**src/rtl/acpl_pkg.sv**
```systemverilog
// Shared encodings for the abort completion handler.
package acpl_pkg;
    typedef enum logic [1:0] {
        KIND_MRD = 2'b00,
        KIND_MWR = 2'b01,
        KIND_CRD = 2'b10,
        KIND_CWR = 2'b11
    } kind_e;

    typedef enum logic [1:0] {
        TERM_OK  = 2'b00,
        TERM_MA  = 2'b01,
        TERM_TA  = 2'b10,
        TERM_RSV = 2'b11
    } term_e;

    typedef enum logic {
        ST_NORMAL   = 1'b0,
        ST_HARDFAIL = 1'b1
    } cstat_e;

    typedef enum logic [1:0] {
        DSEL_PASS = 2'b00,
        DSEL_ONES = 2'b01,
        DSEL_ZERO = 2'b10
    } dsel_e;

    // Classified request attributes
    typedef struct packed {
        logic is_read;
        logic is_cfg;
        logic multi;
        logic ma;
        logic ta;
    } cls_t;

    // Resolved completion action
    typedef struct packed {
        cstat_e status;
        dsel_e  dsel;
        logic   rma;
        logic   rta;
        logic   ferr;
    } act_t;
endpackage

```
**src/rtl/acpl_classify.sv**
```systemverilog
// Decodes kind, termination and length into flags for the resolver.
// Assumes: len is at least 1; term 2'b11 is unused and is read as normal.
module acpl_classify #(
    parameter int LEN_W = 10
) (
    input  logic [1:0]       kind,
    input  logic [1:0]       term,
    input  logic [LEN_W-1:0] len,
    output acpl_pkg::cls_t   cls
);
    import acpl_pkg::*;

    localparam logic [LEN_W-1:0] ONE_DW = LEN_W'(1);

    // Flag decode
    always_comb begin
        cls.is_read = (kind == KIND_MRD) || (kind == KIND_CRD);
        cls.is_cfg  = (kind == KIND_CRD) || (kind == KIND_CWR);
        cls.multi   = (len > ONE_DW);
        cls.ma      = (term == TERM_MA);
        cls.ta      = (term == TERM_TA);
    end
endmodule

```
**src/rtl/acpl_resolve.sv**
```systemverilog
// Chooses the completion status, the data source and the status strobes
// from the classified request. Purely combinational.
module acpl_resolve (
    input  acpl_pkg::cls_t cls,
    output acpl_pkg::act_t act
);
    import acpl_pkg::*;

    // Abort policy: target abort first, then master abort by kind and length
    always_comb begin
        act.status = ST_NORMAL;
        act.dsel   = cls.is_read ? DSEL_PASS : DSEL_ZERO;
        act.rma    = 1'b0;
        act.rta    = 1'b0;
        act.ferr   = 1'b0;
        if (cls.ta) begin
            act.status = ST_HARDFAIL;
            act.dsel   = DSEL_ZERO;
            act.rta    = 1'b1;
            act.ferr   = 1'b1;
        end else if (cls.ma) begin
            act.rma = 1'b1;
            if (cls.is_cfg) begin
                act.dsel = cls.is_read ? DSEL_ONES : DSEL_ZERO;
            end else begin
                act.ferr = 1'b1;
                if (cls.multi) begin
                    act.status = ST_HARDFAIL;
                    act.dsel   = DSEL_ZERO;
                end else begin
                    act.dsel = cls.is_read ? DSEL_ONES : DSEL_ZERO;
                end
            end
        end
    end
endmodule

```
**src/rtl/acpl_out_stage.sv**
```systemverilog
// One-entry completion register with a valid/ready handshake. Applies the
// data selection on load and gates the strobes to the handover cycle.
// Assumes: upstream holds a request only until it is accepted.
module acpl_out_stage #(
    parameter int DATA_W = 32
) (
    input  logic              clk,
    input  logic              rst_n,
    input  logic              in_valid,
    output logic              in_ready,
    input  acpl_pkg::act_t    in_act,
    input  logic [DATA_W-1:0] in_data,
    output logic              out_valid,
    input  logic              out_ready,
    output logic              out_status,
    output logic [DATA_W-1:0] out_data,
    output logic              out_rma,
    output logic              out_rta,
    output logic              out_ferr
);
    import acpl_pkg::*;

    logic              full_q;
    logic [DATA_W-1:0] data_q;
    logic [DATA_W-1:0] data_d;
    act_t              act_q;
    logic              load;
    logic              drain;

    // Handshake decode
    always_comb begin
        drain    = full_q && out_ready;
        in_ready = !full_q || out_ready;
        load     = in_valid && in_ready;
    end

    // Data substitution
    always_comb begin
        unique case (in_act.dsel)
            DSEL_ONES: data_d = '1;
            DSEL_ZERO: data_d = '0;
            default:   data_d = in_data;
        endcase
    end

    // Occupancy tracking
    always_ff @(posedge clk) begin
        if (!rst_n)     full_q <= 1'b0;
        else if (load)  full_q <= 1'b1;
        else if (drain) full_q <= 1'b0;
    end

    // Payload capture
    always_ff @(posedge clk) begin
        if (!rst_n) begin
            data_q <= '0;
            act_q  <= '0;
        end else if (load) begin
            data_q <= data_d;
            act_q  <= in_act;
        end
    end

    // Output drive and strobe gating
    always_comb begin
        out_valid  = full_q;
        out_status = act_q.status;
        out_data   = data_q;
        out_rma    = drain && act_q.rma;
        out_rta    = drain && act_q.rta;
        out_ferr   = drain && act_q.ferr;
    end
endmodule

```
**src/rtl/acpl_handler.sv**
```systemverilog
// Top level of the abort completion handler: classify, resolve, register.
// Assumes: requests carry len >= 1 and a defined termination code.
module acpl_handler #(
    parameter int DATA_W = 32,
    parameter int LEN_W  = 10
) (
    input  logic              clk,
    input  logic              rst_n,
    input  logic              req_valid,
    output logic              req_ready,
    input  logic [1:0]        req_kind,
    input  logic [1:0]        req_term,
    input  logic [LEN_W-1:0]  req_len,
    input  logic [DATA_W-1:0] req_data,
    output logic              cpl_valid,
    input  logic              cpl_ready,
    output logic              cpl_status,
    output logic [DATA_W-1:0] cpl_data,
    output logic              set_rma,
    output logic              set_rta,
    output logic              set_ferr
);
    import acpl_pkg::*;

    cls_t cls;
    act_t act;

    acpl_classify #(.LEN_W(LEN_W)) u_classify (
        .kind (req_kind),
        .term (req_term),
        .len  (req_len),
        .cls  (cls)
    );

    acpl_resolve u_resolve (
        .cls (cls),
        .act (act)
    );

    acpl_out_stage #(.DATA_W(DATA_W)) u_out (
        .clk        (clk),
        .rst_n      (rst_n),
        .in_valid   (req_valid),
        .in_ready   (req_ready),
        .in_act     (act),
        .in_data    (req_data),
        .out_valid  (cpl_valid),
        .out_ready  (cpl_ready),
        .out_status (cpl_status),
        .out_data   (cpl_data),
        .out_rma    (set_rma),
        .out_rta    (set_rta),
        .out_ferr   (set_ferr)
    );
endmodule

```
**config.mk**
```make
export PLATFORM = sky130hd
export DESIGN_NAME = acpl_handler
export DESIGN_NICKNAME = d
export VERILOG_FILES = /design/src/rtl/acpl_pkg.sv /design/src/rtl/acpl_classify.sv /design/src/rtl/acpl_resolve.sv /design/src/rtl/acpl_out_stage.sv /design/src/rtl/acpl_handler.sv
export SDC_FILE = /design/constraint.sdc
export NUM_CORES = 1
export LEC_CHECK = 0
export BUFFER_PORTS_ARGS = -buffer_cell sky130_fd_sc_hd__buf_2
export CAP_MARGIN = 15
export CORE_ASPECT_RATIO = 1.1
export CORE_UTILIZATION = 40
export CTS_BUF_LIST = sky130_fd_sc_hd__clkbuf_16
export DETAILED_ROUTE_END_ITERATION = 10
export HOLD_SLACK_MARGIN = 0.15
export PLACE_DENSITY = 0.86
export SLEW_MARGIN = 40
export SYNTH_ARGS = -nofsm -noshare
export SYNTH_HDL_FRONTEND = slang
export SYNTH_SLANG_ARGS = --single-unit
export TNS_END_PERCENT = 100
```
**constraint.sdc**
```tcl
create_clock -name clk -period 2 [get_ports clk]
set_clock_uncertainty 0.1 [all_clocks]
set_input_delay 0.2 -clock clk [delete_from_list [all_inputs] [get_ports clk]]
set_output_delay 0.2 -clock clk [all_outputs]
set_load 0.01 [all_outputs]
```
==> results summary <==
The run finished with clean final reports. The register-to-register setup slack is around 0.38 ns. The clock transition at the register clock pins on the worst setup and hold paths after CTS is 0.05 ns. STA classifies the critical path endpoint as a flop. The setup TNS came out at 0 ns.

The critical path in this run is classified as in2reg. The share of layout cells above drive strength 1 came out at 37.4%. In this run the mean area of a mapped cell was 8.81 sq um. The largest fanout of any net on the critical path came out at 16.

The worst hold slack came out at ~0.26 ns. The detailed-router iteration count before antenna repair is 4. The pin count of the biggest net entering global routing came out at 39. The initial utilization of the core area, before any placement, comes to a little over two fifths. The routability-driven placement congestion ratio is 0.716. The critical path starts at req_kind[1]. Pin placement for this block handled 88 I/O pins. The final clock period utilization by the worst path is slightly above 90%. Following the worst setup path forward leads to its endpoint at u_out.out_data[29]. The final wirelength is between 5 and 6 mm.

After clock tree synthesis, the setup repair step added 0 buffers. The power per cell area is ~780 mW/mm^2. The number of global-route vias before repair is around 1.7k. The final-stage net count came out at between 300 and 400. The tool flagged a number of max-cap violations equal to 0. The initial antenna violation count came out at 0. The die area came out at about 0.0043 sq mm. The total chip power came out at slightly above 0.002 W.

The number of pins with negative max-slew slack in the final report is 0. At the end of the flow the core is filled with cells to between 60 and 70%. Timing would allow up to about 530 MHz.

The startpoint of the tightest hold check path is req_term[1]. The smallest setup slack after layout is between 0.1 and 0.15 ns. The number of nets handed over by synthesis was approximately 240. The number of register bits inferred by synthesis is 37. During synthesis, Yosys emitted a total of 0 warnings. The count of buffers from port buffering is between 80 and 90. Counting the buffers created by CTS gives 5.

The sort of element at the start of the critical path is a primary input. Clock tree synthesis selected as its root buffer the cell sky130_fd_sc_hd__clkbuf_16. Headroom to the max-slew limit came out at a little under three fifths.

By area, the combinational part of the netlist is dominated by compound AO/OA/AOI/OAI gates. For the worst flop-to-flop path, the logic depth is 4. At the worst endpoint, the arrival time is a little under 2 ns.

The unique cell type count in the Yosys netlist is 29. The count of H-tree levels built during CTS came out at 2. The detail route stage leaves a number of antenna-violating nets equal to 0. The synthesized cell area is around 0.0016 sq mm. The kind of path behind the tightest hold check is in2reg. The final number of hold-violating endpoints is 0. The transition at the pin with the smallest max-transition slack is about 0.65 ns. The simple logic cell fraction of the synthesized area is about 14%.

The portion of synthesized area spent on multiplexers is 0%. The clock tree from TritonCTS is done. After detailed routing, the number of remaining DRC violations is 0.

The detailed-route vias per instance came out at 5.48. The post-placement worst setup slack is -0.232 ns. Measured along the y axis, the die boundary spans between 60 and 70 um. The routed layout has 1934 vias.

The fraction of the yosys area taken by sequential cells came out at between 40% and 50%. The number of rows in the core area is 23. The minimum clock period is about 1.9 ns. Setup violations remaining at the end of the flow were counted as 0.

The worst register-to-register path begins at u_out.out_valid. The maximum number of buffers from clock root to sink is 2. The endpoint of the worst-slack reg-to-reg timing path is u_out.out_data[25]. The worst-skew pair later-pin latency came out at between 0.2 and 0.3 ns. The wire length per cell is around 15 um. The count of clock tree sinks is 37.

The synthesized netlist devotes approximately 31% of its cell area to compound gates. For this run, the total global-route usage over all layers was measured as a little under a quarter. The die extent in x came out at 62.9 um. For this block, the initial DRC count from the detailed router was between 150 and 200. The first-pass GRT wire length is just under 8 mm. The adder-cell area share of the yosys netlist came out at less than 1%. The instance count of the mapped netlist is ~190. The maximum resistive drop on vdd came out at ~0.60 mV. Setup repair after global routing left no endpoint under its margin. The synthesis-to-layout area growth came out at 61.8%. The data required time at the worst endpoint is 2.07 ns.

The xor/xnor share of the synthesized area is 0%. In this run the static leakage power is roughly 1.2 nW. The core area is 0.00377 sq mm. The half-perimeter wire length after detailed placement came out at 2.88 mm. For this run the aggregate overflow at the end of global routing stands at 0.
## timing repair
action / CTS / global route
hold buffers: 34 / 0
endpoints found under the hold margin: 34 / 0
setup endpoints to repair: 0 / 34
gates resized for setup: 0 / 6
## registers in the layout, indices dropped and copies added, names as in the netlist
signal            cells
u_out.out_status      1
u_out.act_q           3
u_out.out_valid       1
u_out.out_data       32
## cells by family after synthesis
| group | count (synthesis) |
|---|---|
| buffers and inverters | 24 |
| adders and majority gates | 1 |
| and+or+nand+nor | 49 |
| DFF | 37 |
| AOI/OAI and AO/OA | 74 |
## critical path: stages
cell and delay, ns:
sky130_fd_sc_hd__buf_2 0.11, sky130_fd_sc_hd__or3b_1 0.43, sky130_fd_sc_hd__a31oi_2 0.19, sky130_fd_sc_hd__nor3_1 0.07
sky130_fd_sc_hd__ha_1 0.35, sky130_fd_sc_hd__nand2b_4 0.26, sky130_fd_sc_hd__a311oi_1 0.32
## synthesized netlist by cell type
library cell               number  area (sq um)
sky130_fd_sc_hd__o221a_2        1          11.3
sky130_fd_sc_hd__buf_2         13          65.1
sky130_fd_sc_hd__clkbuf_1       3          11.3
sky130_fd_sc_hd__dfxtp_1       37           741
sky130_fd_sc_hd__buf_4          1          7.51
sky130_fd_sc_hd__o21ai_0        2          10.0
sky130_fd_sc_hd__nor4_1         1          6.26
sky130_fd_sc_hd__nor4b_1        1          8.76
sky130_fd_sc_hd__buf_1          1          3.75
sky130_fd_sc_hd__nor3_1         2          10.0
sky130_fd_sc_hd__nor2_1         1          3.75
sky130_fd_sc_hd__nand4b_1       1          8.76
sky130_fd_sc_hd__nand2_1       32           120
sky130_fd_sc_hd__a21oi_1       36           180
sky130_fd_sc_hd__ha_1           1          12.5
sky130_fd_sc_hd__inv_1          1          3.75
sky130_fd_sc_hd__a31oi_1        2          12.5
sky130_fd_sc_hd__and3_1         3          18.8
sky130_fd_sc_hd__a311oi_1      32           280
sky130_fd_sc_hd__inv_2          1          3.75
sky130_fd_sc_hd__nor2_2         1          6.26
sky130_fd_sc_hd__nand3_1        2          10.0
sky130_fd_sc_hd__and2b_1        1          7.51
sky130_fd_sc_hd__or3b_1         1          8.76
sky130_fd_sc_hd__a311oi_2       1          15.0
sky130_fd_sc_hd__clkinv_1       1          3.75
sky130_fd_sc_hd__nand2b_1       2          12.5
sky130_fd_sc_hd__nor2b_4        1          13.8
sky130_fd_sc_hd__buf_6          3          33.8
## placed cells by master, fill, tap and decap left out, types with 3 or more instances in the layout
| cell type | n |
|---|---|
| sky130_fd_sc_hd__dlygate4sd3_1 | 34 |
| sky130_fd_sc_hd__nand2_1 | 32 |
| sky130_fd_sc_hd__buf_4 | 9 |
| sky130_fd_sc_hd__clkbuf_16 | 5 |
| sky130_fd_sc_hd__a21oi_1 | 36 |
| sky130_fd_sc_hd__a311oi_1 | 32 |
| sky130_fd_sc_hd__dfxtp_1 | 37 |
| sky130_fd_sc_hd__buf_2 | 86 |
| sky130_fd_sc_hd__and3_1 | 3 |
## metrics by stage
| stage | instance area (sq um) | instances |
|---|---|---|
| finish | 2640 | 353 |
| global route | 2640 | 352 |
| CTS | 2590 | 351 |
| floorplan | 1650 | 185 |
| global placement | 2090 | 310 |
| detailed placement | 2090 | 310 |
## cell type report
cell class | instances | area, sq um
multi-input cells | 125 | 811
diodes | 1 | 2.50
flip-flops and latches | 37 | 741
inverters | 3 | 11.3
clock buffers | 5 | 125
repair buffers | 130 | 850
clock inverters | 2 | 35.0
fillers | 287 | 1130
well taps | 50 | 62.6
## power breakdown
| group | internal, W | total [W] | switching [W] |
|---|---|---|---|
| Clock | 0.000578 | 0.000850 | 0.000273 |
| Sequential | 0.000792 | 0.000820 | 0.0000279 |
| Combinational | 0.000192 | 0.000388 | 0.000197 |
| Total | 0.00156 | 0.00206 | 0.000497 |
## worst min-delay path by stage
stage	endpoint	cells after the start	slack (ns)
floorplan	u_out.out_status	1	0.25
global placement	u_out.act_q[2]	2	0.36
detailed placement	u_out.act_q[2]	2	0.36
CTS	u_out.act_q[2]	4	0.24
global route	u_out.act_q[2]	4	0.26
finish	u_out.act_q[2]	4	0.26
## routing by layer
metal	part of all wire (%)	GRT usage (%)	wire, um	vias to the layer above
met3	5.6	4.44	292	12
met4	2.2	9.88	115	0
met2	53	41.4	2780	98
met1	39	26.2	2040	894
met5	0	0	0	-
li1	-	-	-	930
No activity file was read; power rests on OpenSTA's default activity.
